<file path="src/rtl/pgm_pkg.sv">
// Shared constants and state encoding for the page-aligned program splitter.
package pgm_pkg;
    localparam int ADDR_W     = 24;
    localparam int ADDR_BYTES = 3;
    localparam logic [7:0] OP_STATUS = 8'h05;
    localparam logic [7:0] OP_WREN   = 8'h06;
    localparam logic [7:0] OP_PROG   = 8'h02;
    localparam logic [7:0] DUMMY     = 8'h00;

    typedef enum logic [3:0] {
        ST_IDLE,
        ST_POLL_OP,
        ST_POLL_RD,
        ST_WREN,
        ST_PROG_OP,
        ST_ADDR,
        ST_DATA,
        ST_GAP,
        ST_FIN
    } seq_state_e;
endpackage

</file>
<file path="src/rtl/pgm_req_check.sv">
// Classifies an incoming request: empty, or running past the device end.
// Assumes DEV_BYTES fits in the widened sum width.
module pgm_req_check #(
    parameter int          LEN_W     = 24,
    parameter int unsigned DEV_BYTES = 32'h0100_0000
) (
    input  logic [pgm_pkg::ADDR_W-1:0] addr,
    input  logic [LEN_W-1:0]           len,
    output logic                       is_empty,
    output logic                       is_over
);
    localparam int SW = ((pgm_pkg::ADDR_W > LEN_W) ? pgm_pkg::ADDR_W : LEN_W) + 2;

    logic [SW-1:0] end_pos;

    // Compute the exclusive end address in a width that cannot wrap.
    always_comb begin
        end_pos  = SW'(addr) + SW'(len);
        is_empty = (len == '0);
        is_over  = (end_pos > SW'(DEV_BYTES));
    end
endmodule

</file>
<file path="src/rtl/pgm_chunk_calc.sv">
// Computes the length of the next program chunk: the bytes left, cut at the
// next page boundary. Assumes PAGE_BYTES is a power of two.
module pgm_chunk_calc #(
    parameter int PAGE_BYTES = 256,
    parameter int LEN_W      = 24,
    localparam int PAGE_W    = $clog2(PAGE_BYTES)
) (
    input  logic [PAGE_W-1:0] page_off,
    input  logic [LEN_W-1:0]  left,
    output logic [LEN_W-1:0]  chunk
);
    localparam int CW = ((LEN_W > PAGE_W + 1) ? LEN_W : PAGE_W + 1);

    logic [CW-1:0] room;
    logic [CW-1:0] left_w;
    logic [CW-1:0] pick;

    // Room to the page end, then the smaller of room and bytes left.
    always_comb begin
        room   = CW'(PAGE_BYTES) - CW'(page_off);
        left_w = CW'(left);
        pick   = (left_w < room) ? left_w : room;
        chunk  = LEN_W'(pick);
    end
endmodule

</file>
<file path="src/rtl/pgm_seq.sv">
// Transaction sequencer: per chunk it runs status polls, a write enable and a
// page program, one byte exchange at a time with the shift engine.
// Assumes the engine answers each raised spi_tx_valid with one spi_tx_done.
module pgm_seq #(
    parameter int          PAGE_BYTES = 256,
    parameter int          LEN_W      = 24,
    parameter int unsigned POLL_LIMIT = 100000,
    parameter logic [7:0]  BUSY_MASK  = 8'h01,
    localparam int PAGE_W = $clog2(PAGE_BYTES),
    localparam int POLL_W = $clog2(POLL_LIMIT + 1)
) (
    input  logic                       clk,
    input  logic                       rst_n,
    input  logic                       req_valid,
    output logic                       req_ready,
    input  logic [pgm_pkg::ADDR_W-1:0] req_addr,
    input  logic [LEN_W-1:0]           req_len,
    input  logic                       req_empty,
    input  logic                       req_over,
    input  logic                       dat_valid,
    output logic                       dat_ready,
    input  logic [7:0]                 dat_byte,
    output logic [PAGE_W-1:0]          page_off,
    output logic [LEN_W-1:0]           bytes_left,
    input  logic [LEN_W-1:0]           chunk_in,
    output logic                       done_valid,
    output logic                       done_ok,
    output logic [LEN_W-1:0]           done_count,
    output logic                       spi_cs,
    output logic                       spi_tx_valid,
    output logic [7:0]                 spi_tx_byte,
    input  logic                       spi_tx_done,
    input  logic [7:0]                 spi_rx_byte
);
    import pgm_pkg::*;

    seq_state_e          state;
    seq_state_e          gap_next;
    logic [ADDR_W-1:0]   cur_addr;
    logic [LEN_W-1:0]    remaining;
    logic [LEN_W-1:0]    sent;
    logic [LEN_W-1:0]    chunk_left;
    logic [1:0]          addr_idx;
    logic [POLL_W-1:0]   poll_cnt;
    logic                tx_valid;
    logic [7:0]          tx_byte;
    logic                ok_q;
    logic                in_xact;
    logic                issue;
    logic                busy_rd;
    logic [7:0]          next_byte;

    // Chip select covers every state that belongs to a flash transaction.
    always_comb begin
        in_xact = (state == ST_POLL_OP) || (state == ST_POLL_RD) ||
                  (state == ST_WREN)    || (state == ST_PROG_OP) ||
                  (state == ST_ADDR)    || (state == ST_DATA);
    end

    // Pick the byte to launch next and decide whether it can launch now.
    always_comb begin
        next_byte = DUMMY;
        case (state)
            ST_POLL_OP: next_byte = OP_STATUS;
            ST_POLL_RD: next_byte = DUMMY;
            ST_WREN:    next_byte = OP_WREN;
            ST_PROG_OP: next_byte = OP_PROG;
            ST_ADDR: begin
                case (addr_idx)
                    2'd0:    next_byte = cur_addr[23:16];
                    2'd1:    next_byte = cur_addr[15:8];
                    default: next_byte = cur_addr[7:0];
                endcase
            end
            ST_DATA:    next_byte = dat_byte;
            default:    next_byte = DUMMY;
        endcase
        issue   = in_xact && !tx_valid && ((state != ST_DATA) || dat_valid);
        busy_rd = (spi_rx_byte & BUSY_MASK) != 8'h00;
    end

    // Main sequencer: request intake, byte launch and per-exchange advance.
    always_ff @(posedge clk) begin
        if (!rst_n) begin
            state      <= ST_IDLE;
            gap_next   <= ST_IDLE;
            cur_addr   <= '0;
            remaining  <= '0;
            sent       <= '0;
            chunk_left <= '0;
            addr_idx   <= '0;
            poll_cnt   <= '0;
            tx_valid   <= 1'b0;
            tx_byte    <= '0;
            ok_q       <= 1'b0;
        end else begin
            case (state)
                ST_IDLE: begin
                    if (req_valid) begin
                        cur_addr  <= req_addr;
                        remaining <= req_len;
                        sent      <= '0;
                        poll_cnt  <= '0;
                        if (req_empty) begin
                            ok_q  <= 1'b1;
                            state <= ST_FIN;
                        end else if (req_over) begin
                            ok_q  <= 1'b0;
                            state <= ST_FIN;
                        end else begin
                            state <= ST_POLL_OP;
                        end
                    end
                end
                ST_GAP: state <= gap_next;
                ST_FIN: state <= ST_IDLE;
                default: begin
                    if (issue) begin
                        tx_valid <= 1'b1;
                        tx_byte  <= next_byte;
                        if (state == ST_PROG_OP) begin
                            chunk_left <= chunk_in;
                        end
                    end else if (tx_valid && spi_tx_done) begin
                        tx_valid <= 1'b0;
                        case (state)
                            ST_POLL_OP: state <= ST_POLL_RD;
                            ST_POLL_RD: begin
                                state <= ST_GAP;
                                if (!busy_rd) begin
                                    poll_cnt <= '0;
                                    gap_next <= ST_WREN;
                                end else if (poll_cnt == POLL_W'(POLL_LIMIT - 1)) begin
                                    ok_q     <= 1'b0;
                                    gap_next <= ST_FIN;
                                end else begin
                                    poll_cnt <= poll_cnt + 1'b1;
                                    gap_next <= ST_POLL_OP;
                                end
                            end
                            ST_WREN: begin
                                state    <= ST_GAP;
                                gap_next <= ST_PROG_OP;
                            end
                            ST_PROG_OP: begin
                                addr_idx <= '0;
                                state    <= ST_ADDR;
                            end
                            ST_ADDR: begin
                                if (addr_idx == 2'(ADDR_BYTES - 1)) begin
                                    state <= ST_DATA;
                                end else begin
                                    addr_idx <= addr_idx + 1'b1;
                                end
                            end
                            ST_DATA: begin
                                sent       <= sent + 1'b1;
                                cur_addr   <= cur_addr + 1'b1;
                                remaining  <= remaining - 1'b1;
                                chunk_left <= chunk_left - 1'b1;
                                if (chunk_left == LEN_W'(1)) begin
                                    state <= ST_GAP;
                                    if (remaining == LEN_W'(1)) begin
                                        ok_q     <= 1'b1;
                                        gap_next <= ST_FIN;
                                    end else begin
                                        gap_next <= ST_POLL_OP;
                                    end
                                end
                            end
                            default: state <= ST_IDLE;
                        endcase
                    end
                end
            endcase
        end
    end

    // Drive outputs from the sequencer state.
    always_comb begin
        req_ready    = (state == ST_IDLE);
        dat_ready    = (state == ST_DATA) && !tx_valid;
        done_valid   = (state == ST_FIN);
        done_ok      = ok_q;
        done_count   = sent;
        spi_cs       = in_xact;
        spi_tx_valid = tx_valid;
        spi_tx_byte  = tx_byte;
        page_off     = cur_addr[PAGE_W-1:0];
        bytes_left   = remaining;
    end

    AST_TX_HELD: assert property (@(posedge clk) disable iff (!rst_n)
        (spi_tx_valid && !spi_tx_done) |=> (spi_tx_valid && $stable(spi_tx_byte)))
        else $error("tx byte dropped before done");
    AST_CHUNK_FITS: assert property (@(posedge clk) disable iff (!rst_n)
        (issue && state == ST_PROG_OP) |->
            ((chunk_in != '0) && ((PAGE_W + LEN_W + 1)'(page_off) + (PAGE_W + LEN_W + 1)'(chunk_in)
              <= (PAGE_W + LEN_W + 1)'(PAGE_BYTES))))
        else $error("chunk crosses page");
    AST_CHUNK_LE_LEFT: assert property (@(posedge clk) disable iff (!rst_n)
        (issue && state == ST_PROG_OP) |-> (chunk_in <= remaining))
        else $error("chunk longer than request");
    AST_DATA_IN_CHUNK: assert property (@(posedge clk) disable iff (!rst_n)
        dat_ready |-> (chunk_left != '0))
        else $error("data accepted outside chunk");
    AST_EMPTY_QUIET: assert property (@(posedge clk) disable iff (!rst_n)
        (req_valid && req_ready && req_empty) |=> (!spi_cs && done_valid))
        else $error("empty request touched flash");
    AST_OVER_QUIET: assert property (@(posedge clk) disable iff (!rst_n)
        (req_valid && req_ready && req_over) |=> (!spi_cs && done_valid && !done_ok))
        else $error("oversize request touched flash");
    AST_DONE_PULSE: assert property (@(posedge clk) disable iff (!rst_n)
        done_valid |=> !done_valid)
        else $error("done longer than one cycle");
    AST_POLL_BOUND: assert property (@(posedge clk) disable iff (!rst_n)
        poll_cnt < POLL_W'(POLL_LIMIT))
        else $error("poll counter overrun");
endmodule

</file>
<file path="src/rtl/pgm_splitter.sv">
// Top of the page-aligned flash program splitter: request classification,
// chunk sizing and the transaction sequencer. Assumes a byte-level shift
// engine that returns one spi_tx_done per spi_tx_valid.
module pgm_splitter #(
    parameter int          PAGE_BYTES = 256,
    parameter int unsigned DEV_BYTES  = 32'h0100_0000,
    parameter int          LEN_W      = 24,
    parameter int unsigned POLL_LIMIT = 100000
) (
    input  logic                       clk,
    input  logic                       rst_n,
    input  logic                       req_valid,
    output logic                       req_ready,
    input  logic [pgm_pkg::ADDR_W-1:0] req_addr,
    input  logic [LEN_W-1:0]           req_len,
    input  logic                       dat_valid,
    output logic                       dat_ready,
    input  logic [7:0]                 dat_byte,
    output logic                       done_valid,
    output logic                       done_ok,
    output logic [LEN_W-1:0]           done_count,
    output logic                       spi_cs,
    output logic                       spi_tx_valid,
    output logic [7:0]                 spi_tx_byte,
    input  logic                       spi_tx_done,
    input  logic [7:0]                 spi_rx_byte
);
    localparam int PAGE_W = $clog2(PAGE_BYTES);

    logic              req_empty;
    logic              req_over;
    logic [PAGE_W-1:0] page_off;
    logic [LEN_W-1:0]  bytes_left;
    logic [LEN_W-1:0]  chunk_len;

    pgm_req_check #(.LEN_W(LEN_W), .DEV_BYTES(DEV_BYTES)) u_check (
        .addr     (req_addr),
        .len      (req_len),
        .is_empty (req_empty),
        .is_over  (req_over)
    );

    pgm_chunk_calc #(.PAGE_BYTES(PAGE_BYTES), .LEN_W(LEN_W)) u_chunk (
        .page_off (page_off),
        .left     (bytes_left),
        .chunk    (chunk_len)
    );

    pgm_seq #(.PAGE_BYTES(PAGE_BYTES), .LEN_W(LEN_W), .POLL_LIMIT(POLL_LIMIT)) u_seq (
        .clk          (clk),
        .rst_n        (rst_n),
        .req_valid    (req_valid),
        .req_ready    (req_ready),
        .req_addr     (req_addr),
        .req_len      (req_len),
        .req_empty    (req_empty),
        .req_over     (req_over),
        .dat_valid    (dat_valid),
        .dat_ready    (dat_ready),
        .dat_byte     (dat_byte),
        .page_off     (page_off),
        .bytes_left   (bytes_left),
        .chunk_in     (chunk_len),
        .done_valid   (done_valid),
        .done_ok      (done_ok),
        .done_count   (done_count),
        .spi_cs       (spi_cs),
        .spi_tx_valid (spi_tx_valid),
        .spi_tx_byte  (spi_tx_byte),
        .spi_tx_done  (spi_tx_done),
        .spi_rx_byte  (spi_rx_byte)
    );
endmodule

</file>
<file path="config.mk">
export PLATFORM = sky130hd
export DESIGN_NAME = pgm_splitter
export DESIGN_NICKNAME = d
export VERILOG_FILES = /design/src/rtl/pgm_pkg.sv /design/src/rtl/pgm_req_check.sv /design/src/rtl/pgm_chunk_calc.sv /design/src/rtl/pgm_seq.sv /design/src/rtl/pgm_splitter.sv
export SDC_FILE = /design/constraint.sdc
export NUM_CORES = 1
export LEC_CHECK = 0
export ABC_AREA = 1
export BUFFER_PORTS_ARGS = -buffer_cell sky130_fd_sc_hd__buf_2
export CAP_MARGIN = 20
export CORE_MARGIN = 1
export CORE_UTILIZATION = 53
export CTS_BUF_LIST = sky130_fd_sc_hd__clkbuf_2 sky130_fd_sc_hd__clkbuf_4 sky130_fd_sc_hd__clkbuf_8
export DETAILED_ROUTE_END_ITERATION = 7
export GPL_TIMING_DRIVEN = 0
export HOLD_SLACK_MARGIN = 0.06
export PLACE_DENSITY = 0.73
export SLEW_MARGIN = 20
export SYNTH_ARGS = -nofsm -noshare
export SYNTH_HDL_FRONTEND = slang
export SYNTH_SLANG_ARGS = --single-unit
</file>
<file path="constraint.sdc">
create_clock -name clk -period 3.9 [get_ports clk]
set_clock_uncertainty 0.2 [all_clocks]
set_input_delay 0.195 -clock clk [delete_from_list [all_inputs] [get_ports clk]]
set_output_delay 0.195 -clock clk [all_outputs]
set_load 0.05 [all_outputs]
</file>
Word-level counts from Yosys, hierarchy flattened:

Cells that the tools add are included.

* memories kept: 0
* output and inout bits: 38
* memory bits (writable): 0
* ROM bits: 0
* latch bits: 0
* register bits: 133

* order comparisons: 2
* div/mod/pow operators: 0
* shift operators: 0
* $add $sub $neg: 8
* muxes and demuxes: 58
* reduce and logical (&&, ||, !) cells: 35
* equal/unequal tests: 28
* bitwise gates (word level): 3
* $mul: 0

Operator list (number)
* $mux 24: 17
* $pmux 24 s2: 3
* $mux 17: 6
* $add 24x1->24 const B: 2
* $eq 24x1->1 const B: 2
* $sub 24x1->24 const B: 2
* $mux 4: 11
* $pmux 8 s5: 1
* $pmux 17 s2: 1
* $gt 26x25->1 const B: 1
* $add 24x24->25: 1
* $logic_not 24->1: 1
* $lt 24x24->1: 1
* $pmux 4 s3: 2
* $pmux 4 s5: 1
* $reduce_and 5->1: 4
* $add 17x1->17 const B: 1
* $eq 17x17->1 const B: 1
* $eq 4x3->1 const B: 4
* $pmux 8 s2: 1
* $ne 3x3->1 const B: 5
* $reduce_bool 2->1: 6
* $mux 1: 11
* $ne 2x2->1 const B: 5
* other kinds (28): 44

Depth between registers and ports, before layout:

* depth after elaboration: 10
* depth in mapped cells: 21
* gate-level depth less buffers: 21

Cells and area by module:

A second synthesis with hierarchy kept.

* cells, all modules: 2048
* area total of the unflattened synthesis: 11606.1 um^2

By module, submodules not included
* pgm_seq: cells each 1529, times used 1, area each 8944.8 um^2
* pgm_req_check: cells each 406, times used 1, area each 1975.6 um^2
* pgm_chunk_calc: cells each 113, times used 1, area each 685.7 um^2

Least setup slack after synthesis:

Ideal clock, no wire load.

* kind: register to register
* from: register u_seq.cur_addr[0]
* to: register u_seq.chunk_left[3]
* cell stages (with the launch flop): 13
* setup time: 0.122 ns
* buffers on the path: 1
* period minus slack after synthesis: 2.739 ns
* arrival time: 2.417 ns
* slack: 1.161 ns
* cells stage by stage: dfxtp_1 nor3_1 nand3_1 nor3_1 xor2_1 ha_1 a21oi_1 o21ai_0 o21ai_0 nand4_1 clkbuf_1 o211ai_1 a21oi_1

* longest elaborated chain between the ends: 5

Ends and longest elaborated chain
* start: declaration: RTL line pgm_seq.sv:39 `logic [ADDR_W-1:0] cur_addr;`
* start signal: assignment: RTL line pgm_seq.sv:100 `cur_addr <= req_addr;`
* start signal: assignment: RTL line pgm_seq.sv:158 `cur_addr <= cur_addr + 1'b1;`
* $sub 9x8->10 *: RTL line pgm_chunk_calc.sv:20 `room = CW'(PAGE_BYTES) - CW'(page_off);`
* $lt 24x24->1: RTL line pgm_chunk_calc.sv:22 `pick = (left_w < room) ? left_w : room;`
* $mux 24 *: RTL line pgm_chunk_calc.sv:22
* $mux 24 *: RTL line pgm_seq.sv:121 `if (state == ST_PROG_OP) begin`
* $mux 24 *: RTL line pgm_seq.sv:118 `if (issue) begin`
* end signal: assignment: RTL line pgm_seq.sv:122 `chunk_left <= chunk_in;`
* end signal: assignment: RTL line pgm_seq.sv:160 `chunk_left <= chunk_left - 1'b1;`
* end: declaration: RTL line pgm_seq.sv:42 `logic [LEN_W-1:0] chunk_left;`

Mark *: on every way between the ends. The rest lies on a longest branch, timed or not. The select of a mux whose other input is x is not followed.
A chain may end at the register's enable or synchronous reset.

Final worst setup path:

* from: register u_seq.cur_addr[0]
* to: register u_seq.chunk_left[5]

Same word-level chain as after synthesis.

==> flow_summary.toml <==
[setup_path]
reg2reg_depth = 12
required_ns = 4.04
reg2reg_from = "u_seq.cur_addr[0]$_SDFFE_PN0P_"
reg2reg_to = "u_seq.chunk_left[5]$_SDFFE_PN0P_"
cp.arrival_ns = 3.67
start_kind = "flop"
cp_max_fo = 10
cp-end-kind = "flop"
path_class = "flop to flop"
reg2reg_setup_slack_ns = 0.37

[detailed_routing]
first_pass_iters = 5
top_layer = "met4"
first_iter_violations = 1082
wl_met3_mm = 2.39
postRouteAntennaNets = 0
routed_wl_mm = 32.7
dr_wl_met2_mm = 15.0
wl_met1_mm = 14.3
drc = 0
via_count = 11600
wire_per_inst_um = 15.8
avgViaCountPerCell = 5.60

[cells_and_area]
multi_input_area_um2 = 6440
ff_latch_area_um2 = 2660
syn_to_final_growth_pct = 17.5
nets = 1933
drive_gt1_share_pct = 12.3
fill_cells = 1821
mostFrequentLayoutCells = "nand2_1 (386), inv_1 (212), nor2_1 (202)"
mostFrequentLayoutCell = "nand2_1"
postLayoutCellArea_um2 = 12000

[floorplanning]
initial_utilization_pct = 54.3
io_pins = 107
rows = 50
die_h_um = 141
die_w_um = 141
dieArea_um2 = 19800
core_um2 = 18800

[placement]
io_buffers = 99
post_dp_cell_area_um2 = 11000
place_hpwl_mm = 24.6
place_congestion = 0.964

[timing]
rsz0062_at_grt = "false"
tightest_slew_ns = 0.855
fmax_ghz = 0.284
hold_viol = 0
period_needed_ns = 3.53
tns_ns = 0
timing.final.crit_share_pct = 90.4
maxSlewViolCount = 0
final-setup-viol-count = 0
maxSlewHeadroom_pct = 42.5

[yosys]
synth.ff_latch_count = 133
synthFlopType = "dfxtp_1"
ys_warn_count = 0
syn_area_um2 = 10200
synth.net_count = 1757
synth_edf_count = 0
yosysSeqAreaShare_pct = 26.1
synth.avg_cell_area_um2 = 6.20
synth_cells = 1644
ys_async_sr_fraction_pct = 0
ys_types = 61

[global_routing]
grt.total_usage_pct = 33.4
antenna_found_initial = 0
grt_max_degree = 17
grt_pass1_wl_mm = 52.8
overflow = 0
grt_pass1_vias = 10700

[worst_hold_path]
hold_path_class = "input port to flop"
hold_end = "u_seq.chunk_left[16]$_SDFFE_PN0P_"
worstHoldStart = "dat_valid"
whs_path_depth = 6

[cts]
clkSinkCount = 133
cts_root_buf = "clkbuf_8"
numCtsBuffers = 17
cts_tree = "done"
cts.path.max_buffers = 2
htree_num_levels = 4
post_cts_buffers = 0
insertion_delay_ns = 0.46
path_clk_slew_ns = 0.08

[power_and_ir_drop]
ir_worst_vdd_uv = 428
cellPowerDensity_nw_per_um2 = 793
leakagePower_nw = 5.49

[flow_run]
maxCapViolCount = 0

[status]
status = "finished clean"
## worst max path at each step
stage	cells past startpoint	to	from
2_1_floorplan	12	u_seq.chunk_left[3]$_SDFFE_PN0P_	u_seq.cur_addr[0]$_SDFFE_PN0P_
3_3_place_gp	12	u_seq.chunk_left[5]$_SDFFE_PN0P_	u_seq.cur_addr[0]$_SDFFE_PN0P_
3_5_place_dp	12	u_seq.chunk_left[5]$_SDFFE_PN0P_	u_seq.cur_addr[0]$_SDFFE_PN0P_
4_1_cts	12	u_seq.chunk_left[5]$_SDFFE_PN0P_	u_seq.cur_addr[0]$_SDFFE_PN0P_
5_1_grt	16	u_seq.chunk_left[4]$_SDFFE_PN0P_	u_seq.cur_addr[0]$_SDFFE_PN0P_
6_report	12	u_seq.chunk_left[5]$_SDFFE_PN0P_	u_seq.cur_addr[0]$_SDFFE_PN0P_
## cell usage after synthesis (3+ instances only)
library cell    n  area, um^2
nand2_1       386        1450
inv_1         212         796
nor2_1        202         758
a21oi_1       161         806
dfxtp_1       133        2660
o21ai_0       107         536
nand3_1        84         420
ha_1           43         538
clkbuf_1       29         109
nand4_1        29         181
nor3_1         27         135
xor2_1         24         210
inv_2          16        60.1
o21ai_1        15        75.1
xnor2_1        13         114
a211oi_1       12        90.1
a31oi_1        12        75.1
nor2_4         10         113
nor4_1         10        62.6
nor3_2          9        90.1
o211ai_1        8        60.1
buf_2           7        35.0
nand2_2         7        43.8
nor2_2          7        43.8
a221oi_1        6        52.6
or2_2           6        37.5
a211oi_2        5        62.6
buf_1           4        15.0
buf_6           4        45.0
o22ai_1         4        25.0
nand2_4         3        33.8
nand3b_1        3        22.5
nor4_2          3        37.5
o21a_1          3        22.5
o221a_2         3        33.8
o31ai_1         3        22.5
## metrics by stage
step / util (%) / hold WS [ns] / power (mW) / instances / setup WS [ns]
global placement: 58.5 / 0.258 / 7.96 / 1977 / 0.484
detailed placement: 58.5 / 0.258 / 8.06 / 1977 / 0.448
CTS: 63.9 / 0.102 / 9.37 / 2065 / 0.429
finish: 63.9 / 0.103 / 9.51 / 2066 / 0.373
floorplan: - / 0.137 / 6.55 / 1644 / 1.16
global route: 63.9 / 0.127 / 10.3 / 2065 / 0.0183
## critical path: stages (launching register included)
cell and delay [ns]:
dfxtp_1 0.36, nor3_1 0.31, nand3_1 0.20, nor3_1 0.21, xor2_1 0.30, ha_1 0.31
a21oi_1 0.14, o21ai_0 0.09, o21ai_0 0.21, nand4_1 0.37, clkbuf_1 0.31, o21ai_0 0.27
a31oi_1 0.11
## final cells by class
type,instances,area share [%]
multi-input combinational,1232,53.7
timing repair buffer,157,8.98
sequential,133,22.2
buffer,46,1.83
antenna,1,0.0209
tap,234,2.44
clock buffer,26,2.67
clock inverter,4,0.793
inverter,233,7.35
## report_power, final
group / total, mW / internal (mW) / switching (mW) / leakage, nW
logic: 6.02 / 1.98 / 4.04 / 4.19
clock network: 1.27 / 0.719 / 0.547 / 0.218
registers: 2.22 / 1.74 / 0.478 / 1.08
## flip-flops by register name, summed over array words and instances, names as in the netlist
register            flops
u_seq.bytes_left       24
u_seq.chunk_left       24
u_seq.cur_addr         24
u_seq.done_count       24
u_seq.poll_cnt         17
u_seq.spi_tx_byte       8
u_seq.gap_next          4
u_seq.state             4
u_seq.addr_idx          2
u_seq.done_ok           1
u_seq.spi_tx_valid      1
## cell families after synthesis
family,after synthesis,synth area share (%)
compound gates,356,19.8
xor+xnor,37,3.18
fa+ha+maj,44,5.47
buf+inv,279,10.8
flops,133,26.1
simple gates,795,34.7
## metal layers
layer	vias up	global-route usage, %
li1	5768	-
met3	77	6.28
met4	0	12.2
met1	5252	43.4
met5	-	0
met2	467	55.1
## repair_timing
item,4_1_cts,5_1_grt
hold buffers,58,0
hold endpoints to repair,62,0
resized for setup,0,0
Power figures use the tool's default switching activity.
